File: src/rtl/pa_host_pkg.sv
package pa_host_pkg;
  localparam int ADDR_W = 12;
  localparam int DATA_W = 16;
  localparam logic [ADDR_W-1:0] SETUP_ADDR = '0;
  localparam int AUTOINC_BIT = 0;
endpackage

File: src/rtl/pa_sync.sv
module pa_sync #(
  parameter int W = 1,
  parameter logic [W-1:0] RST_VAL = '0
) (
  input  logic         clk,
  input  logic         rst_n,
  input  logic [W-1:0] d,
  output logic [W-1:0] q
);
  for (genvar i = 0; i < W; i++) begin : g_bit
    logic s1, s2;
    always_ff @(posedge clk or negedge rst_n) begin
      if (!rst_n) begin
        s1 <= RST_VAL[i];
        s2 <= RST_VAL[i];
      end else begin
        s1 <= d[i];
        s2 <= s1;
      end
    end
    assign q[i] = s2;
  end
endmodule

File: src/rtl/pa_regbank.sv
module pa_regbank
  import pa_host_pkg::*;
#(
  parameter int NUM_REGS = 8
) (
  input  logic              clk,
  input  logic              rst_n,
  input  logic              wr_en,
  input  logic [ADDR_W-1:0] wr_addr,
  input  logic [DATA_W-1:0] wr_data,
  input  logic [ADDR_W-1:0] rd_addr,
  output logic [DATA_W-1:0] rd_data,
  output logic              autoinc_en
);
  localparam int FIRST_GEN = 1;
  localparam int LAST_GEN  = FIRST_GEN + NUM_REGS - 1;

  logic setup_q;
  logic [DATA_W-1:0] gen_q [NUM_REGS];

  always_ff @(posedge clk or negedge rst_n) begin
    if (!rst_n) setup_q <= 1'b0;
    else if (wr_en && wr_addr == SETUP_ADDR) setup_q <= wr_data[AUTOINC_BIT];
  end

  for (genvar i = 0; i < NUM_REGS; i++) begin : g_reg
    always_ff @(posedge clk or negedge rst_n) begin
      if (!rst_n) gen_q[i] <= '0;
      else if (wr_en && wr_addr == ADDR_W'(FIRST_GEN + i)) gen_q[i] <= wr_data;
    end
  end

  always_comb begin
    rd_data = '0;
    if (rd_addr == SETUP_ADDR) begin
      rd_data[AUTOINC_BIT] = setup_q;
    end else if (int'(rd_addr) >= FIRST_GEN && int'(rd_addr) <= LAST_GEN) begin
      rd_data = gen_q[int'(rd_addr) - FIRST_GEN];
    end
  end

  assign autoinc_en = setup_q;
endmodule

File: src/rtl/pa_access_ctrl.sv
module pa_access_ctrl
  import pa_host_pkg::*;
(
  input  logic              clk,
  input  logic              rst_n,
  input  logic              cs_s,
  input  logic              strobe_s,
  input  logic              rw_s,
  input  logic [ADDR_W-1:0] bus_addr,
  input  logic [DATA_W-1:0] bus_wdata,
  input  logic              autoinc_en,
  input  logic [DATA_W-1:0] rb_rdata,
  output logic              wr_en,
  output logic [ADDR_W-1:0] wr_addr,
  output logic [DATA_W-1:0] wr_data,
  output logic [ADDR_W-1:0] rd_addr,
  output logic [DATA_W-1:0] rdata,
  output logic              acc_evt,
  output logic              rd_pend,
  output logic              rd_valid,
  output logic              first_acc,
  output logic [ADDR_W-1:0] last_addr
);
  logic strobe_d;
  logic [ADDR_W-1:0] eff_addr;

  assign acc_evt  = strobe_s && !strobe_d && !cs_s;
  assign eff_addr = (autoinc_en && !first_acc) ? last_addr + ADDR_W'(1) : bus_addr;

  assign wr_en   = acc_evt && !rw_s;
  assign wr_addr = eff_addr;
  assign wr_data = bus_wdata;

  always_ff @(posedge clk or negedge rst_n) begin
    if (!rst_n) begin
      strobe_d  <= 1'b0;
      first_acc <= 1'b1;
      last_addr <= '0;
      rd_addr   <= '0;
      rd_pend   <= 1'b0;
      rd_valid  <= 1'b0;
      rdata     <= '0;
    end else begin
      strobe_d <= strobe_s;
      rd_pend  <= acc_evt && rw_s;
      if (cs_s) begin
        first_acc <= 1'b1;
        rd_valid  <= 1'b0;
      end else if (acc_evt) begin
        first_acc <= 1'b0;
        last_addr <= eff_addr;
        rd_valid  <= 1'b0;
        if (rw_s) rd_addr <= eff_addr;
      end else if (rd_pend) begin
        rdata    <= rb_rdata;
        rd_valid <= 1'b1;
      end
    end
  end
endmodule

File: src/rtl/pa_host_bridge.sv
module pa_host_bridge
  import pa_host_pkg::*;
#(
  parameter int NUM_REGS = 8
) (
  input  logic              clk,
  input  logic              rst_n,
  input  logic              host_cs_n,
  input  logic              host_strobe,
  input  logic              host_rd_wr,
  input  logic [ADDR_W-1:0] host_addr,
  input  logic [DATA_W-1:0] host_data_in,
  output logic [DATA_W-1:0] host_data_out,
  output logic              host_data_oe
);
  logic [2:0] ctl_sync;
  logic cs_s, strobe_s, rw_s;
  logic wr_en, acc_evt, rd_pend, rd_valid, first_acc, autoinc_en;
  logic [ADDR_W-1:0] wr_addr, rd_addr, last_addr;
  logic [DATA_W-1:0] wr_data, rb_rdata, rdata;

  pa_sync #(.W(3), .RST_VAL(3'b100)) u_sync (
    .clk(clk), .rst_n(rst_n),
    .d({host_cs_n, host_strobe, host_rd_wr}),
    .q(ctl_sync)
  );
  assign cs_s     = ctl_sync[2];
  assign strobe_s = ctl_sync[1];
  assign rw_s     = ctl_sync[0];

  pa_access_ctrl u_ctrl (
    .clk(clk), .rst_n(rst_n),
    .cs_s(cs_s), .strobe_s(strobe_s), .rw_s(rw_s),
    .bus_addr(host_addr), .bus_wdata(host_data_in),
    .autoinc_en(autoinc_en), .rb_rdata(rb_rdata),
    .wr_en(wr_en), .wr_addr(wr_addr), .wr_data(wr_data),
    .rd_addr(rd_addr), .rdata(rdata),
    .acc_evt(acc_evt), .rd_pend(rd_pend), .rd_valid(rd_valid),
    .first_acc(first_acc), .last_addr(last_addr)
  );

  pa_regbank #(.NUM_REGS(NUM_REGS)) u_bank (
    .clk(clk), .rst_n(rst_n),
    .wr_en(wr_en), .wr_addr(wr_addr), .wr_data(wr_data),
    .rd_addr(rd_addr), .rd_data(rb_rdata),
    .autoinc_en(autoinc_en)
  );

  assign host_data_out = rdata;
  assign host_data_oe  = !cs_s && rw_s && rd_valid;
endmodule

File: config.mk
export PLATFORM = sky130hd
export DESIGN_NAME = pa_host_bridge
export DESIGN_NICKNAME = d
export VERILOG_FILES = /design/src/rtl/pa_host_pkg.sv /design/src/rtl/pa_sync.sv /design/src/rtl/pa_regbank.sv /design/src/rtl/pa_access_ctrl.sv /design/src/rtl/pa_host_bridge.sv
export SDC_FILE = /design/constraint.sdc
export NUM_CORES = 1
export LEC_CHECK = 0
export ABC_AREA = 1
export BUFFER_PORTS_ARGS = -buffer_cell sky130_fd_sc_hd__clkbuf_2
export CAP_MARGIN = 20
export CORE_ASPECT_RATIO = 0.75
export CORE_MARGIN = 8
export CORE_UTILIZATION = 60
export CTS_BUF_LIST = sky130_fd_sc_hd__clkbuf_4 sky130_fd_sc_hd__clkbuf_8 sky130_fd_sc_hd__clkbuf_16
export DETAILED_ROUTE_END_ITERATION = 10
export PLACE_DENSITY = 0.79
export SLEW_MARGIN = 20
export SYNTH_ARGS = -nofsm -noshare
export SYNTH_HDL_FRONTEND = slang
export SYNTH_SLANG_ARGS = --single-unit
File: constraint.sdc
create_clock -name clk -period 4.5 [get_ports clk]
set_input_delay 0.9 -clock clk [delete_from_list [all_inputs] [get_ports clk]]
set_output_delay 0.9 -clock clk [all_outputs]
set_load 0.03 [all_outputs]
==> impl_metrics.tcl <==
set metrics [dict create \
    coreArea_sq_um 14500 \
    criticalPathCategory "reg2reg" \
    drc 0 \
    cp-end-kind "flop" \
    synth_most_common_cell "nand2_1" \
    total_power_mw 3.90 \
    synth_common_cells "nand2_1, dfrtp_1, nand3_1, o21ai_0, nor2_1" \
    fmax_mhz 329 \
    clock-skew-final_ns 0.0127 \
    synth_edf_count 0 \
    setup_violations 0 \
    wl_per_cell_um 18.1 \
    htree_levels 4 \
    fin_nets 1148 \
    yosys.area.top_type "dfrtp_1" \
    drv_cap 0 \
    grt_max_degree 80 \
    fin_crit_sh_pct 67.6 \
    async_flop_share_pct 100 \
    portBuffers 49 \
    clkPwrFrac_pct 38.4 \
    avgSynthCellArea_sq_um 8.08 \
    seqCellArea_sq_um 4480 \
    numCtsBuffers 17 \
    antenna_found_initial 1 \
    cts_root_buffer "clkbuf_16" \
    power.leakage_nw 5.17 \
    seqPwrFrac_pct 43.5 \
    switchingPower_mw 1.18 \
    dp_hpwl_um 14300 \
    gp_congestion 0.862 \
    grt_pass1_wl_um 39300 \
    die_w_um 157 \
    hold_path_class "reg2reg" \
    cts_tree "built" \
    outcome "finished, final reports clean" \
    wl_met3_um 1770 \
    overflow 0 \
    area_growth_pct 8.77 \
    cts_buffer_depth 2 \
    power.share.switching_pct 30.3 \
    p_per_area_nw_per_um2 401 \
    yosysUniqueCellTypes 37 \
    cts_hold_buf 0 \
    rsz0062_at_grt "no" \
    design_area_sq_um 9730 \
    n_antenna_cell 0 \
    slew_headroom_pct 35.0 \
    viasPerCell 5.87 \
    fill_cells 1173 \
    hold_viol 0 \
    period_minus_slack_ns 3.04 \
    synth_seq_cells 179 \
    wl_met2_um 10900 \
    syn_area_sq_um 8940 \
    drt_first_iter_violations 879 \
    io_pins 50 \
    fp.dieH_um 122 \
    dieArea_sq_um 19100 \
    p_int_mw 2.72 \
    post_cts_buffers 0 \
    synthFlopType "dfrtp_1" \
    cts_resized 0 \
    ys_warn_count 0 \
    setup_tns_ns 0 \
    synth_nets 1143 \
    first_pass_iters 6 \
    crit_fanout 45 \
    start_util_pct 61.7 \
    clock_sinks 179 \
    worst_pin_slew_ns 0.972 \
    ant_nets 0 \
    grtUsageTotal_pct 26.4 \
    highest_layer "met5" \
    peakVddDrop_mv 0.268 \
    wl_met1_um 10700 \
    clk_pin_slew_ns 0.07 \
    clk-insertion-delay-late_ns 0.43 \
    seq_area_frac_synth_pct 50.1 \
    netlist_instances 1107 \
    drt_wl_total_um 23900 \
    num_rows 38 \
    slew_viol_final 0 \
    power_frac_comb_pct 18.1 \
    grt_pass1_vias 7460 \
    vias 7774 \
    layout-drive-gt1-share_pct 12.1 \
    cp.required_ns 4.86 \
    placed_area_sq_um 9130 \
    arrival_ns 3.41 \
    cp-start-kind "flop" \
    synth_top_area_share_pct 49.3 \
    multi_input_area_sq_um 3880 \
    yosys-top-cells-area "dfrtp_1, nand2_1, nand3_1" \
]
## power by group through the flow
| stage | logic, mW | clock network, mW | registers, mW |
|---|---|---|---|
| after detailed placement | 0.680 | 0 | 1.73 |
| after floorplan | 0.477 | 0 | 1.72 |
| after global placement | 0.670 | 0 | 1.72 |
| after CTS | 0.693 | 1.51 | 1.70 |
| final | 0.707 | 1.50 | 1.70 |
| after global routing | 0.782 | 1.57 | 1.70 |
## cells by family (layout without fill, tap and decap cells)
| kind of cell | after synthesis | in the layout | share of synthesized area [%] |
|---|---|---|---|
| AND/OR/NAND/NOR | 684 | 684 | 34.1 |
| flip-flops | 179 | 179 | 50.1 |
| AO/OA/AOI/OAI | 130 | 130 | 8.89 |
| buffers and inverters | 111 | 129 | 6.44 |
| adder cells (fa/ha/maj) | 3 | 3 | 0.420 |
## per-layer routing
metal / GRT usage (%) / vias to the layer above
li1: - / 3625
met5: 0 / -
met4: 9.58 / 2
met2: 40.0 / 327
met1: 36.6 / 3773
met3: 6.26 / 47
## layout by cell type (no fill, tap or decap), types with 2 or more instances in the layout
master and count:
clkinv_4 4, clkinv_2 2, clkinv_1 3, bufinv_16 2
nor2_1 40, nand2_4 8, nand3_1 145, ha_1 3
nand3_2 3, buf_12 3, nor2_4 4, clkbuf_2 48
a31oi_1 4, dfrtp_1 175, o21ai_0 50, a32o_1 14
inv_2 3, dfstp_2 3, a21oi_1 29, nand2_2 5
inv_6 4, o221ai_1 2, nor2_2 2, a32oi_1 14
o21ai_1 13, inv_1 30, nor2_8 8, nand4_1 4
or2_2 4, nand2_1 456, o22ai_1 2, clkbuf_16 17
buf_4 9, nor3_1 2
## state kept, by name, indices dropped and copies added (netlist names)
name and cells:
u_ctrl.rdata 16, u_sync.g_bit.s2 3, u_ctrl.rd_addr 12, u_ctrl.strobe_d 1
u_bank.autoinc_en 1, u_sync.g_bit.s1 3, u_bank.gen_q 128, u_ctrl.rd_pend 1
u_ctrl.rd_valid 1, u_ctrl.first_acc 1, u_ctrl.last_addr 12
## path summary, 6_finish.rpt
check                                    from            endpoint  slack, ns  cells past startpoint
setup / recovery             u_ctrl.first_acc     u_bank.gen_q[3]       1.46                     11
hold / removal             u_sync.g_bit[1].s1  u_sync.g_bit[1].s2       0.35                      0
setup reg to reg             u_ctrl.first_acc     u_bank.gen_q[3]       1.46                     11
hold reg to reg            u_sync.g_bit[1].s1  u_sync.g_bit[1].s2       0.35                      0
max in group asynchronous               rst_n    u_bank.gen_q[30]       3.10                      2
min in group asynchronous               rst_n     u_ctrl.rdata[1]       0.51                      1
## final cells by class
class | count | share of cell area [%]
multi-input cells | 817 | 39.9
well taps | 200 | 2.57
clock inverters | 13 | 1.52
clock buffers | 19 | 4.59
inverters | 36 | 1.39
repair buffers | 61 | 3.90
flip-flops and latches | 179 | 46.1
## critical path: stages (launching register included)
cell and delay [ns]:
dfstp_2 0.51, inv_1 0.05, nand2_2 0.18, inv_2 0.18, or2_2 0.30, nand2_1 0.10, nand3_1 0.13, nor2_4 0.78
buf_12 0.26, buf_12 0.23, nand3_1 0.10, nand2_1 0.10
## per-stage QoR
step           hold slack [ns]  instances  utilization (%)  worst slack [ns]
6_report                 0.349       1325             67.1              1.46
5_1_grt                  0.362       1325             67.1              1.25
4_1_cts                  0.351       1325             67.1              1.49
3_5_place_dp             0.335       1293             63.0              1.45
3_3_place_gp             0.331       1293             63.0              1.50
2_1_floorplan            0.331       1107                -              2.13
Note: power is estimated with default switching activity, not from simulation.
